<file path="src/rtl/irq_thread_pkg.sv">
package irq_thread_pkg;
    localparam int unsigned SRC_N   = 8;
    localparam int unsigned SRC_SEL = $clog2(SRC_N);

    typedef enum logic [SRC_SEL-1:0] {
        SRC_SYSRST  = 3'd0,
        SRC_MCHK    = 3'd1,
        SRC_EXT_DIR = 3'd2,
        SRC_EXT_MED = 3'd3,
        SRC_DECR    = 3'd4,
        SRC_PERF    = 3'd5,
        SRC_DB_PRIV = 3'd6,
        SRC_DB_HYP  = 3'd7
    } src_e;

    typedef enum logic {
        TMR_RUN  = 1'b0,
        TMR_HELD = 1'b1
    } tmr_state_e;
endpackage

</file>
<file path="src/rtl/irq_pend_bank.sv">
module irq_pend_bank #(
    parameter int unsigned NUM_SRC = 8,
    parameter int unsigned IDX_W   = 4
) (
    input  logic               clk,
    input  logic               rst_n,
    input  logic               post_vld,
    input  logic [IDX_W-1:0]   post_idx,
    input  logic               clr_vld,
    input  logic [IDX_W-1:0]   clr_idx,
    input  logic               clr_all,
    input  logic [NUM_SRC-1:0] ack_mask,
    input  logic [NUM_SRC-1:0] set_mask,
    output logic [NUM_SRC-1:0] pend_q,
    output logic               idx_err_q
);
    localparam int unsigned SEL_W = $clog2(NUM_SRC);

    logic [NUM_SRC-1:0] post_m;
    logic [NUM_SRC-1:0] clr_m;
    logic [NUM_SRC-1:0] pend_d;
    logic               bad_req;

    for (genvar g = 0; g < NUM_SRC; g++) begin : g_dec
        assign post_m[g] = post_vld && (post_idx == IDX_W'(g));
        assign clr_m[g]  = clr_vld  && (clr_idx  == IDX_W'(g));
    end

    assign bad_req = (post_vld && (post_idx >= IDX_W'(NUM_SRC))) ||
                     (clr_vld  && (clr_idx  >= IDX_W'(NUM_SRC)));

    always_comb begin
        pend_d = clr_all ? '0 : pend_q;
        pend_d = pend_d & ~clr_m & ~ack_mask;
        pend_d = pend_d | post_m | set_mask;
    end

    always_ff @(posedge clk) begin
        if (!rst_n) begin
            pend_q    <= '0;
            idx_err_q <= 1'b0;
        end else begin
            pend_q    <= pend_d;
            idx_err_q <= bad_req;
        end
    end

    // a bad index touches no bit and flags an error
    a_r4_bad_idx_hold: assert property (@(posedge clk) disable iff (!rst_n)
        (post_vld && post_idx >= IDX_W'(NUM_SRC) && !clr_vld && !clr_all &&
         ack_mask == '0 && set_mask == '0)
        |=> (pend_q == $past(pend_q) && idx_err_q));

    // a good post always lands
    a_r2_post_sets: assert property (@(posedge clk) disable iff (!rst_n)
        (post_vld && post_idx < IDX_W'(NUM_SRC))
        |=> pend_q[$past(post_idx[SEL_W-1:0])]);

    // clear-all with nothing else leaves nothing pending
    a_r3_clear_all: assert property (@(posedge clk) disable iff (!rst_n)
        (clr_all && !post_vld && set_mask == '0) |=> pend_q == '0);
endmodule

</file>
<file path="src/rtl/irq_timer_unit.sv">
module irq_timer_unit #(
    parameter int unsigned TW = 64
) (
    input  logic          clk,
    input  logic          rst_n,
    input  logic          tick,
    input  logic          upd_info,
    input  logic          tb_wr,
    input  logic [TW-1:0] tb_wdata,
    input  logic          dec_wr,
    input  logic [TW-1:0] dec_wdata,
    output logic [TW-1:0] tb_q,
    output logic [TW-1:0] dec_q,
    output logic          uflow
);
    import irq_thread_pkg::*;

    localparam logic [TW-1:0] DEC_RELOAD = '1;

    tmr_state_e    state_q, state_d;
    logic [TW-1:0] tb_d, dec_d;

    always_ff @(posedge clk) begin
        if (!rst_n) begin
            state_q <= TMR_RUN;
            tb_q    <= '0;
            dec_q   <= DEC_RELOAD;
        end else begin
            state_q <= state_d;
            tb_q    <= tb_d;
            dec_q   <= dec_d;
        end
    end

    always_comb begin
        tb_d  = tb_q;
        dec_d = dec_q;
        uflow = 1'b0;
        if (tb_wr)     tb_d = tb_wdata;
        else if (tick) tb_d = tb_q + TW'(1);
        unique case (state_q)
            TMR_RUN: begin
                if (tick) dec_d = dec_q - TW'(1);
            end
            TMR_HELD: begin
                uflow = tick;
            end
            default: ;
        endcase
        if (dec_wr)        dec_d = dec_wdata;
        else if (upd_info) dec_d = DEC_RELOAD;
        state_d = (dec_d == '0) ? TMR_HELD : TMR_RUN;
    end

    // timebase steps by one on a bare tick
    a_r5_tb_step: assert property (@(posedge clk) disable iff (!rst_n)
        (tick && !tb_wr) |=> tb_q == $past(tb_q) + TW'(1));

    // a zero countdown does not wrap
    a_r6_dec_floor: assert property (@(posedge clk) disable iff (!rst_n)
        (tick && !dec_wr && !upd_info && dec_q == '0) |=> dec_q == '0);

    // reload strobe restores all ones
    a_r11_reload: assert property (@(posedge clk) disable iff (!rst_n)
        (upd_info && !dec_wr) |=> dec_q == DEC_RELOAD);
endmodule

</file>
<file path="src/rtl/irq_cause_sel.sv">
module irq_cause_sel #(
    parameter int unsigned NUM_SRC = 8
) (
    input  logic [NUM_SRC-1:0]         pend,
    input  logic                       msr_ee,
    input  logic                       msr_hv,
    input  logic                       msr_pr,
    output logic                       irq_req,
    output logic                       hit,
    output logic [$clog2(NUM_SRC)-1:0] sel,
    output logic [NUM_SRC-1:0]         sel_mask
);
    import irq_thread_pkg::*;

    localparam int unsigned SEL_W = $clog2(NUM_SRC);

    assign irq_req = (msr_ee && (|pend)) ||
                     (pend[SRC_DB_HYP] && (!msr_hv || msr_pr));

    always_comb begin
        hit      = 1'b1;
        sel      = '0;
        sel_mask = '0;
        if (pend[SRC_DECR])         sel = SEL_W'(SRC_DECR);
        else if (pend[SRC_DB_PRIV]) sel = SEL_W'(SRC_DB_PRIV);
        else if (pend[SRC_DB_HYP])  sel = SEL_W'(SRC_DB_HYP);
        else                        hit = 1'b0;
        if (hit) sel_mask[sel] = 1'b1;
    end
endmodule

</file>
<file path="src/rtl/irq_thread_ctl.sv">
module irq_thread_ctl #(
    parameter int unsigned TW        = 64,
    parameter int unsigned REQ_IDX_W = 4
) (
    input  logic                 clk,
    input  logic                 rst_n,
    input  logic                 tick,
    input  logic                 post_vld,
    input  logic [REQ_IDX_W-1:0] post_idx,
    input  logic                 clr_vld,
    input  logic [REQ_IDX_W-1:0] clr_idx,
    input  logic                 clr_all,
    input  logic                 msr_ee,
    input  logic                 msr_hv,
    input  logic                 msr_pr,
    input  logic                 ack,
    input  logic                 upd_info,
    input  logic                 tb_wr,
    input  logic [TW-1:0]        tb_wdata,
    input  logic                 dec_wr,
    input  logic [TW-1:0]        dec_wdata,
    output logic [TW-1:0]        tb_q,
    output logic [TW-1:0]        dec_q,
    output logic [7:0]           pend_q,
    output logic                 irq_req,
    output logic                 cause_vld,
    output logic [2:0]           cause,
    output logic                 idx_err
);
    import irq_thread_pkg::*;

    localparam int unsigned NSRC  = SRC_N;
    localparam int unsigned SEL_W = SRC_SEL;

    logic             uflow;
    logic             hit;
    logic [SEL_W-1:0] sel;
    logic [NSRC-1:0]  sel_mask, ack_mask, set_mask;

    assign ack_mask = ack ? sel_mask : '0;

    always_comb begin
        set_mask           = '0;
        set_mask[SRC_DECR] = uflow;
    end

    irq_timer_unit #(.TW(TW)) u_tmr (
        .clk, .rst_n, .tick, .upd_info, .tb_wr, .tb_wdata,
        .dec_wr, .dec_wdata, .tb_q, .dec_q, .uflow
    );

    irq_pend_bank #(.NUM_SRC(NSRC), .IDX_W(REQ_IDX_W)) u_bank (
        .clk, .rst_n, .post_vld, .post_idx, .clr_vld, .clr_idx, .clr_all,
        .ack_mask, .set_mask, .pend_q, .idx_err_q(idx_err)
    );

    irq_cause_sel #(.NUM_SRC(NSRC)) u_sel (
        .pend(pend_q), .msr_ee, .msr_hv, .msr_pr,
        .irq_req, .hit, .sel, .sel_mask
    );

    always_ff @(posedge clk) begin
        if (!rst_n) begin
            cause_vld <= 1'b0;
            cause     <= '0;
        end else begin
            cause_vld <= ack && hit;
            cause     <= (ack && hit) ? sel : '0;
        end
    end

    // hypervisor doorbell bypasses the enable
    a_r8_hyp_bypass: assert property (@(posedge clk) disable iff (!rst_n)
        (pend_q[SRC_DB_HYP] && (!msr_hv || msr_pr)) |-> irq_req);

    // with enable low and no doorbell path, no request
    a_r7_gated_off: assert property (@(posedge clk) disable iff (!rst_n)
        (!msr_ee && !pend_q[SRC_DB_HYP]) |-> !irq_req);

    // an accept with a candidate reports it
    a_r9_ack_reports: assert property (@(posedge clk) disable iff (!rst_n)
        (ack && pend_q[SRC_DECR]) |=> (cause_vld && cause == 3'(SRC_DECR)));

    // an accept with no candidate reports no fault
    a_r10_no_fault: assert property (@(posedge clk) disable iff (!rst_n)
        (ack && !pend_q[SRC_DECR] && !pend_q[SRC_DB_PRIV] && !pend_q[SRC_DB_HYP])
        |=> !cause_vld);
endmodule

</file>
<file path="config.mk">
export PLATFORM = sky130hd
export DESIGN_NAME = irq_thread_ctl
export DESIGN_NICKNAME = d
export VERILOG_FILES = /design/src/rtl/irq_thread_pkg.sv /design/src/rtl/irq_pend_bank.sv /design/src/rtl/irq_timer_unit.sv /design/src/rtl/irq_cause_sel.sv /design/src/rtl/irq_thread_ctl.sv
export SDC_FILE = /design/constraint.sdc
export NUM_CORES = 1
export LEC_CHECK = 0
export BUFFER_PORTS_ARGS = -buffer_cell sky130_fd_sc_hd__buf_2
export CAP_MARGIN = 20
export CORE_ASPECT_RATIO = 0.7
export CORE_UTILIZATION = 35
export DETAILED_ROUTE_END_ITERATION = 8
export SYNTH_ARGS = -nofsm -noshare
export SYNTH_HDL_FRONTEND = slang
export SYNTH_HIERARCHICAL = 1
export SYNTH_SLANG_ARGS = --single-unit
</file>
<file path="constraint.sdc">
create_clock -name clk -period 7.6 [get_ports clk]
set_input_delay 1.14 -clock clk [delete_from_list [all_inputs] [get_ports clk]]
set_output_delay 1.14 -clock clk [all_outputs]
set_load 0.005 [all_outputs]
</file>
# --- Word-level counts from Yosys, hierarchy flattened ---
# Index checks and enable logic that the tools add are counted.
# Widths: inputs -> output; s select.
totals:
  regBits: 142
  input_bits: 149
  out_inout_bits: 142
  wordCells: 84
classes:
  n_addsub: 2
  magnitude_cmp: 4
  n_eq_ne: 14
  mux: 19
  bitwise_logic: 6
  n_reduce_logical: 32
ops:
  columns: ["op", "count"]
  rows:
  - ["$mux 64", 6]
  - ["$add 64x1->64 const B", 1]
  - ["$logic_not 64->1", 1]
  - ["$sub 64x1->64 const B", 1]
  - ["$eq 4x3->1 const B", 8]
  - ["$mux 8", 3]
  - ["$logic_and 1x1->1", 22]
  - ["$and 8x8->8", 2]
  - ["$eq 4x2->1 const B", 4]
  - ["$not 8->8", 2]
  - ["$mux 3", 3]
  - ["$eq 4x1->1 const B", 2]
  - ["$ge 4x4->1 const B", 2]
  - ["$logic_not 4->1", 2]
  - ["$or 8x5->8", 1]
  - ["$or 8x8->8", 1]
  - ["$reduce_or 8->1", 1]
  - ["$mux 1", 6]
  - ["$lt 3x4->1 const B", 1]
  - ["$demux 1 s3", 1]
  - ["$ge 3x1->1 const B", 1]
  - ["$logic_or 1x1->1", 3]
  - ["$reduce_and 2->1", 1]
  - ["$reduce_bool 2->1", 1]
  - ["$logic_not 1->1", 1]

# --- Longest topological paths before layout ---
# Gate-level depths: netlist of the first run.
depth:
  depth_word: 13
  mapped_depth: 12
  mapped_depth_nobuf: 10

# --- Cells and area by module ---
# Netlist of the first run, hierarchy kept.
modules_own_cells:
  columns: ["mod", "n_inst", "cells_each", "area_each_um2", "seq_area_each_um2"]
  rows:
  - ["irq_timer_unit", 1, 973, 7453.4, 2582.5]
  - ["irq_pend_bank", 1, 58, 519.2, 180.2]
  - ["irq_thread_ctl", 1, 18, 175.2, 80.1]
  - ["irq_cause_sel", 1, 19, 127.6, 0.0]

# --- Worst setup path before layout of the first run ---
# OpenSTA, ideal clock, no wires.
synth_timing:
  kind: "in2reg"
  start: "in tick"
  end: "reg u_tmr.state_q"
  arrival_time_ps: 3276
  required_time_ps: 7539
  path_slack_ps: 4263
  cell_stages: 10
  path_cell_list: "nor4b_4 -> nand2_1 -> clkbuf_1 -> or2_1 -> nor4_1 -> mux2i_1 -> o22ai_1 -> nor4b_1 -> and4_1 -> and4_1"
synth_via:
  elab_chain_cells: 6
synth_lines:
  columns: ["item", "line_no", "rtl"]
  rows:
  - ["from (decl)", "irq_thread_ctl.sv:7", "input logic tick,"]
  - ["$mux 64", "irq_timer_unit.sv:43", "if (tick) dec_d = dec_q - TW'(1);"]
  - ["$mux 64", "irq_timer_unit.sv:41", "unique case (state_q)"]
  - ["$mux 64", "irq_timer_unit.sv:51", "else if (upd_info) dec_d = DEC_RELOAD;"]
  - ["$mux 64", "irq_timer_unit.sv:50", "if (dec_wr) dec_d = dec_wdata;"]
  - ["$logic_not 64->1", "irq_timer_unit.sv:52", "state_d = (dec_d == '0) ? TMR_HELD : TMR_RUN;"]
  - ["$mux 1", "irq_timer_unit.sv:52", null]
  - ["to (signal assigned)", "irq_timer_unit.sv:29", "state_q <= state_d;"]
  - ["to (decl)", "irq_timer_unit.sv:20", "tmr_state_e state_q, state_d;"]
# Every way passes these cells.
# A chain may end at the register's enable or synchronous reset.

# --- Worst setup path in the final report of the first run ---
# Ends and elaborated chain as after synthesis.

==> reports/results.tsv, run 1 <==
metric	value	unit
comb_power_share	0.129	
ctsResizeCount	0	
reg2reg_from	u_tmr/dec_q[35]$_SDFF_PN1_	
dp_cells	1632	
min_delay_path_depth	2	
cp.required	7.97	ns
cp.arrival	4.81	ns
multi_input_area	0.00514	mm^2
setup_viol	0	
clock-sinks	142	
end_kind	flip-flop	
layout_commonest_cell	buf_2	
max-vdd-ir-drop	0.000154	V
drc_errors	0	
status	completed	
drt-pass1-iter-count	5	
whs_endpoint	u_tmr/tb_q[60]$_SDFFE_PN0P_	
post-synth-top-area-cell	dfxtp_1	
rr_endpoint	u_tmr/state_q$_SDFF_PN0_	
regArea	0.00284	mm^2
path_class	primary input to flip-flop	
io_pins	291	
grt-ovfl-total	0	
fillers	2388	
rsz0062_at_grt	no	
final_cells	1667	
cts_inserted_buffers	17	
syn_area	0.00828	mm^2
holdCritStartpoint	u_tmr/tb_q[60]$_SDFFE_PN0P_	
dieHeight	131	um
intPower	1.48	mW
cpMaxStageDelayCell	a2111oi_0	
startpoint	tick	
synth_edf_count	0	
cts_setup_buffers	0	
p_sw	0.538	mW
final_cell_mix	buf_2 (289), dfxtp_1 (142), nor2_1 (138)	
wl_per_cell	19.0	um
clkPwrFrac	0.453	
start_util	0.361	
critPathMaxFanout	13	
hpwl	24100	um
cts_tree	done	
synth_seq_cells	142	
grt_max_degree	91	
synthArstFlopShare	0	
htree_levels	4	
first_iter_violations	1006	
avgSynthCellArea	7.75	um^2
p_leak	4.02	nW
num-nets-final	1490	
power_frac_seq	0.418	
start_kind	primary input	
p_total	2.02	mW
grtUsageTotal	0.252	
ys.flop_type	dfxtp_1	
dieArea	0.0243	mm^2
yosysSeqAreaShare	0.344	
grt_pass1_wl	46000	um
post-route-period-util	0.584	
synthCells	1068	
ant_nets	0	
viasPerCell	5.47	
worstRegToRegCells	9	
crit_chain	buf_2 -> nor4b_4 -> nand2_2 -> nor4_1 -> nand2_1 -> xnor2_1 -> nor4_1 -> nand4b_1 -> a2111oi_0 -> and4_1	
drive_gt1_frac	0.265	
final.setup.tns	0	ns
root_buffer	clkbuf_16	
cp_slowest_stage_delay	0.83	ns
cp_common_cell	nor4_1	
switching_share	0.266	
hold_violations	0	
clk_latency	0.43	ns
die_w	186	um
path_clk_slew	0.06	ns
max_freq	225	MHz
synth_top_area_frac	0.344	
max_slew_margin	0.266	
worst_pin_slew	1.09	ns
synthDistinctLibCells	73	
place_congestion	1.01	
skew	0.0132	ns
min_path_type	flip-flop to flip-flop	
grt_pass1_vias	7952	
synth_area_leaders	dfxtp_1 (34%), xnor2_1 (6.7%), nor2_1 (6.3%)	
cts.path.max_buffers	2	
path_buf_inv	1	
num_vias	9117	
syn_to_final_growth	28.3	%
antenna_found_initial	3	
p_per_area	190	mW/mm^2
cp_top_family	simple AND/OR/NAND/NOR gates	
fin_crit	4.44	ns
fp-row-count	46	
cap_viol_max_count	0	
port_buffers	290	
reg2reg_slack	3.26	ns
cts_hold_repair.buffers	0	
core_area	0.0229	mm^2
yosysWarnings	6	
finish.utilization	0.464	
wirelength	31700	um
finalMaxSlewViolations	0	
==> cell type report <==
cell class | count | share of cell area
diodes | 3 | 0.000707
inverters | 25 | 0.00884
clock buffers | 22 | 0.0447
flip-flops and latches | 142 | 0.268
clock inverters | 10 | 0.0151
well taps | 312 | 0.0368
multi-input cells | 856 | 0.484
repair buffers | 297 | 0.142
==> worst register-to-register path, cell delays in order (launching register included) <==
cell	delay, ns
dfxtp_1	0.38
nor4_2	0.68
nand4_1	0.39
nor4_1	0.91
nand2_1	0.15
xnor2_1	0.20
nor4_1	0.30
nand4b_1	0.17
a2111oi_0	0.83
and4_1	0.27
==> state kept, by name, indices dropped and copies added, names as in the netlist <==
register,cells
cause,3
u_bank/idx_err_q,1
u_tmr/tb_q,64
u_bank/pend_q,8
cause_vld,1
u_tmr/state_q,1
u_tmr/dec_q,64
==> routing by layer <==
layer,wire length [um],global-route usage
met1,14900,0.369
met5,0,0.0140
met4,566,0.0815
met2,12700,0.331
met3,3560,0.0901
==> Yosys cell counts (12+ instances only) <==
| library cell | instances |
|---|---|
| dfxtp_1 | 142 |
| nor2_1 | 138 |
| nand2_1 | 118 |
| a21oi_1 | 63 |
| xnor2_1 | 63 |
| xor2_1 | 47 |
| o21ai_0 | 45 |
| clkbuf_1 | 42 |
| nand3_1 | 40 |
| nor4_1 | 35 |
| nor3_1 | 34 |
| o22ai_1 | 31 |
| nand4_1 | 29 |
| inv_1 | 24 |
| nand2b_1 | 24 |
| and2_1 | 21 |
| or3_1 | 13 |
| and4_1 | 12 |
==> metrics by stage <==
stage	instance area [um^2]	setup slack, ns	hold slack, ns
finish	10600	3.16	0.521
global route	10600	3.09	0.539
CTS	10600	3.32	0.522
detailed placement	9980	2.87	0.513
global placement	9980	3.04	0.505
floorplan	8310	4.26	0.495
==> power groups by stage <==
stage	Combinational [mW]	Sequential (mW)	Clock, mW
after floorplan	0.133	0.849	0
after global placement	0.255	0.860	0
after detailed placement	0.256	0.859	0
after CTS	0.258	0.843	0.934
after global routing	0.285	0.850	0.968
final	0.260	0.845	0.916
==> kinds of logic after synthesis <==
group / count (synthesis) / share of synthesized area
buf+inv: 80 / 0.0396
xor+xnor: 110 / 0.116
fa+ha+maj: 2 / 0.00302
compound gates: 196 / 0.153
flops: 142 / 0.344
mux: 3 / 0.00363
other cells: 2 / 0.000908
simple gates: 533 / 0.340
==> how the worst max path moves through the flow <==
stage / depth (start not counted) / end / slack [ns]
after global routing: 10 / u_tmr/state_q$_SDFF_PN0_ / 3.09
final: 10 / u_tmr/state_q$_SDFF_PN0_ / 3.16
after CTS: 10 / u_tmr/state_q$_SDFF_PN0_ / 3.32
after floorplan: 10 / u_tmr/state_q$_SDFF_PN0_ / 4.26
after detailed placement: 10 / u_tmr/state_q$_SDFF_PN0_ / 2.87
after global placement: 10 / u_tmr/state_q$_SDFF_PN0_ / 3.04
Note: power is estimated with default switching activity, not from simulation.
==> inputs of run 2 (changes only) <==
==> constraint.sdc (replaced) <==
create_clock -name clk -period 3.7 [get_ports clk]
set_input_delay 0.555 -clock clk [delete_from_list [all_inputs] [get_ports clk]]
set_output_delay 0.555 -clock clk [all_outputs]
set_load 0.005 [all_outputs]
==> reports/results.tsv, run 2 (synthesis gave the netlist of run 1 again) <==
metric	value	unit	change
max-vdd-ir-drop	0.000316	V	+110%
fin_crit	3.41	ns	
syn_to_final_growth	31.4	%	
htree_levels	4		unchanged
path_class	flip-flop to flip-flop		
hpwl	25200	um	+4.8%
start_kind	flip-flop		
crit_chain	nor4_4 -> nand4b_1 -> or2_2 -> nor4_1 -> xor2_1 -> o22ai_1 -> nand4_1 -> nor4bb_1 -> buf_4 -> and4_1		
cpMaxStageDelayCell	or2_2		
ant_nets	0		unchanged
status	completed		
die_w	186	um	unchanged
cts_hold_repair.buffers	0		unchanged
cts.path.max_buffers	2		unchanged
drc_errors	0		unchanged
max_freq	293	MHz	
viasPerCell	5.46		-0.11%
num_vias	9260		+1.6%
finalMaxSlewViolations	0		unchanged
final.setup.tns	0	ns	unchanged
dp_cells	1659		+1.7%
wl_per_cell	19.4	um	+1.8%
worst_pin_slew	0.863	ns	-0.230 ns
grtUsageTotal	0.263		+0.0118
end_kind	flip-flop		
clock-sinks	142		unchanged
final_cell_mix	buf_2 (289), dfxtp_1 (142), nor2_1 (138)		
dieHeight	131	um	unchanged
cts_inserted_buffers	17		unchanged
fillers	2367		-0.88%
dieArea	0.0243	mm^2	unchanged
root_buffer	clkbuf_16		
hold_violations	0		unchanged
start_util	0.361		unchanged
drive_gt1_frac	0.282		+0.0169
core_area	0.0229	mm^2	unchanged
clk_latency	0.42	ns	about the same
grt_max_degree	90		-1.1%
p_per_area	381	mW/mm^2	+100%
setup_viol	0		unchanged
cap_viol_max_count	0		unchanged
min_path_type	primary input to flip-flop		
cp.arrival	3.78	ns	-1.03 ns
grt_pass1_vias	8141		+2.4%
finish.utilization	0.475		+0.0111
largest_registers	u_tmr/dec_q (64), u_tmr/tb_q (64), u_bank/pend_q (8)		
first_iter_violations	888		-12%
port_buffers	290		unchanged
cts_tree	done		
grt_pass1_wl	47800	um	+3.9%
p_leak	4.17	nW	+3.7%
max_slew_margin	0.425		+0.159
rsz0062_at_grt	no		
path_clk_slew	0.06	ns	about the same
num-nets-final	1520		+2.0%
io_pins	291		unchanged
cp_slowest_stage_delay	0.50	ns	-0.33 ns
critPathMaxFanout	7		-6
drt-pass1-iter-count	7		+2
grt-ovfl-total	0		unchanged
place_congestion	0.952		-6.1%
skew	0.00881	ns	-0.00437 ns
wirelength	32800	um	+3.5%
path_buf_inv	1		unchanged
post-route-period-util	0.922		
cp_top_family	simple AND/OR/NAND/NOR gates		
layout_commonest_cell	buf_2		
antenna_found_initial	2		-1
cp.required	4.06	ns	-3.91 ns
final_cells	1695		+1.7%
fp-row-count	46		unchanged
run 2: area by class of cell:
type,instances,area [um^2],share of cell area
Tap cell,312,390,0.0359
Multi-Input combinational cell,856,5150,0.474
Clock inverter,10,163,0.0150
Antenna cell,2,5.00,0.000460
Timing Repair Buffer,327,1760,0.162
Inverter,25,93.8,0.00863
Sequential cell,142,2840,0.261
Clock buffer,21,460,0.0423
run 2: report_power, final:
part	switching, mW	internal, mW	total (mW)
Sequential	0.117	1.61	1.73
Combinational	0.296	0.258	0.554
Clock	0.694	1.16	1.86
Total	1.11	3.03	4.14
run 2: worst reg2reg max path, cell delays in order (launching register included):
cell and delay, ns:
dfxtp_1 0.38, nor4_4 0.48, nand4b_1 0.49, or2_2 0.50, nor4_1 0.25, xor2_1 0.11
o22ai_1 0.22, nand4_1 0.12, nor4bb_1 0.43, buf_4 0.20, and4_1 0.18
run 2: timing repair:
| item | CTS | global route |
|---|---|---|
| setup buffers | 0 | 2 |
| resized for setup | 0 | 2 |
| setup endpoints to repair | 0 | 1 |
| endpoints found under the hold margin | 0 | 0 |
run 2: path summary, 6_finish.rpt:
| check | slack (ns) | cells past startpoint | start | end |
|---|---|---|---|---|
| max | 0.29 | 10 | u_tmr/dec_q[12]$_SDFF_PN1_ | u_tmr/state_q$_SDFF_PN0_ |
| min | 0.36 | 3 | tb_wdata[8] | u_tmr/tb_q[8]$_SDFFE_PN0P_ |
| max reg2reg | 0.29 | 10 | u_tmr/dec_q[12]$_SDFF_PN1_ | u_tmr/state_q$_SDFF_PN0_ |
| min reg2reg | 0.52 | 2 | u_tmr/tb_q[60]$_SDFFE_PN0P_ | u_tmr/tb_q[60]$_SDFFE_PN0P_ |
run 2: per-stage QoR:
stage / hold slack (ns) / instance area [um^2] / total power [mW] / setup WS [ns]
after floorplan: 0.495 / 8310 / 2.02 / 0.880
after CTS: 0.333 / 10800 / 4.17 / 0.347
after global routing: 0.343 / 10900 / 4.32 / 0.0482
final: 0.360 / 10900 / 4.14 / 0.289
after global placement: 0.505 / 10200 / 2.30 / 0.384
after detailed placement: 0.511 / 10200 / 2.30 / 0.235
run 2: metal layers:
layer | vias up | routed length (um) | share of wire | track usage
met4 | 0 | 480 | 0.015 | 0.0743
met3 | 36 | 3570 | 0.11 | 0.0823
met1 | 4345 | 15700 | 0.48 | 0.400
li1 | 4414 | - | - | -
met2 | 465 | 13000 | 0.40 | 0.347
met5 | - | 0 | 0 | 0
==> inputs of run 3 (changes only) <==
--- a/config.mk
+++ b/config.mk
@@ -10,6 +10,7 @@
 export CORE_ASPECT_RATIO = 0.7
 export CORE_UTILIZATION = 35
 export DETAILED_ROUTE_END_ITERATION = 8
+export GPL_TIMING_DRIVEN = 0
 export SYNTH_ARGS = -nofsm -noshare
 export SYNTH_HDL_FRONTEND = slang
 export SYNTH_HIERARCHICAL = 1
==> constraint.sdc (replaced) <==
create_clock -name clk -period 3.2 [get_ports clk]
set_input_delay 0.48 -clock clk [delete_from_list [all_inputs] [get_ports clk]]
set_output_delay 0.48 -clock clk [all_outputs]
set_load 0.005 [all_outputs]
==> reports/results.tsv, run 3 (synthesis gave the netlist of run 1 again) <==
metric	value	unit	change
grt_pass1_vias	8263		+1.5%
p_total	4.63	mW	+12%
hpwl	26900	um	+6.5%
final.setup.tns	-0.0950	ns	-0.0950 ns
p_sw	1.31	mW	+19%
first_iter_violations	1000		+13%
viasPerCell	5.52		+1.1%
rsz0062_at_grt	yes		
cp.required	3.56	ns	-0.50 ns
largest_registers	u_tmr/dec_q (64), u_tmr/tb_q (64), u_bank/pend_q (8)		
end_kind	flip-flop		
io_pins	291		unchanged
post-route-period-util	1.03		+0.108
finalMaxSlewViolations	0		unchanged
clkPwrFrac	0.423		-0.025
num_vias	9541		+3.0%
dieHeight	131	um	unchanged
fp-row-count	46		unchanged
antenna_found_initial	5		+3
clock-sinks	142		unchanged
regArea	0.00285	mm^2	+0.18%
whs	0.276	ns	-0.0840 ns
dp_slack	-0.874	ns	-1.11 ns
p_leak	4.27	nW	+2.3%
worst_pin_slew	1.03	ns	+0.171 ns
reg2reg_slack	-0.09	ns	-0.38 ns
die_w	186	um	unchanged
grt-ovfl-total	0		unchanged
fin_ws	-0.0950	ns	-0.383 ns
setup_viol	1		+1
grt_max_degree	17		-81%
p_per_area	418	mW/mm^2	+9.8%
port_buffers	289		-0.34%
comb_power_share	0.142		+0.008
drive_gt1_frac	0.286		+0.00444
root_buffer	clkbuf_16		
max-vdd-ir-drop	0.000354	V	+12%
status	finished with violations		
syn_to_final_growth	33.7	%	
fillers	2380		+0.55%
skew	0.0131	ns	+0.00430 ns
drt-pass1-iter-count	5		-2
placed_cell_area	0.0102	mm^2	-0.36%
holdCritStartpoint	tb_wdata[48]		
cp.arrival	3.65	ns	-0.13 ns
violations	setup timing		
final_cells	1728		+1.9%
cp-endpoint	u_tmr/state_q$_SDFF_PN0_		
switching_share	0.284		+0.0166
ant_nets	0		unchanged
dp_cells	1680		+1.3%
fin_crit	3.29	ns	-0.117 ns
path_clk_slew	0.06	ns	about the same
intPower	3.31	mW	+9.2%
dieArea	0.0243	mm^2	unchanged
power_frac_seq	0.434		+0.016
max_slew_margin	0.306		-0.119
rr_endpoint	u_tmr/state_q$_SDFF_PN0_		
htree_levels	4		unchanged
multi_input_area	0.00536	mm^2	+3.9%
cts_inserted_buffers	17		unchanged
startpoint	u_tmr/dec_q[52]$_SDFF_PN1_		
core_area	0.0229	mm^2	unchanged
num-nets-final	1551		+2.0%
finish.utilization	0.483		+0.00825
layout_commonest_cell	buf_2		
start_kind	flip-flop		
drc_errors	0		unchanged
wirelength	34500	um	+4.9%
wl_per_cell	19.9	um	+2.9%
min_path_type	primary input to flip-flop		
final_cell_mix	buf_2 (294), dfxtp_1 (140), nor2_1 (137)		
hold_violations	0		unchanged
clk_latency	0.43	ns	about the same
critPathMaxFanout	5		-2
reg2reg_from	u_tmr/dec_q[52]$_SDFF_PN1_		
cap_viol_max_count	0		unchanged
grtUsageTotal	0.275		+0.0112
cts.path.max_buffers	2		unchanged
cts_tree	done		
final_cell_area	0.0111	mm^2	+1.7%
worstRegToRegCells	9		-1
start_util	0.361		unchanged
place_congestion	1.01		+6.4%
max_freq	303	MHz	+3.5%
grt_pass1_wl	49400	um	+3.4%
path_class	flip-flop to flip-flop		
## run 3: worst min path at each step
stage | cells after the start | slack (ns) | to
2_1_floorplan | 2 | 0.50 | u_tmr/tb_q[60]$_SDFFE_PN0P_
3_3_place_gp | 2 | 0.51 | u_tmr/tb_q[60]$_SDFFE_PN0P_
3_5_place_dp | 2 | 0.52 | u_tmr/tb_q[60]$_SDFFE_PN0P_
4_1_cts | 2 | 0.25 | u_tmr/tb_q[48]$_SDFFE_PN0P_
5_1_grt | 2 | 0.26 | u_tmr/tb_q[48]$_SDFFE_PN0P_
6_report | 2 | 0.28 | u_tmr/tb_q[48]$_SDFFE_PN0P_
## run 3: power by group through the flow
stage	registers [mW]	logic (mW)	clock network, mW
after floorplan	2.02	0.315	0
after global placement	2.04	0.637	0
after detailed placement	2.04	0.638	0
after CTS	2.00	0.645	1.99
after global routing	2.02	0.715	2.08
final	2.01	0.658	1.96
## run 3: critical path: stages, from the launching register on
cell and delay [ns]:
dfxtp_1 0.41, or4_4 0.55, or3_4 0.38, nor4_2 0.31
nand3b_1 0.17, xnor2_1 0.18, o21ai_0 0.24, nand4_1 0.22
nor4bb_4 0.51, and4_1 0.25
## run 3: what timing repair did
action	CTS	global route
setup endpoints to repair	6	11
pin swaps	6	7
endpoints found under the hold margin	0	0
hold buffers	0	0
setup buffers	8	6
gates resized for setup	21	25
## run 3: layer usage
metal  global-route usage  vias to the layer above  routed length, um
met5                    0                        -                  8
met4               0.0849                        2                506
met3               0.0915                       37               4140
met2                0.361                      541              13600
met1                0.410                     4483              16200
li1                     -                     4478                  -
## run 3: final cells by class
cell class	count	share of cell area
Multi-Input combinational cell	856	0.484
Sequential cell	142	0.257
Timing Repair Buffer	304	0.141
Clock buffer	22	0.0438
Tap cell	312	0.0353
Buffer	54	0.0212
Inverter	25	0.00848
Clock inverter	9	0.00780
Antenna cell	4	0.000905
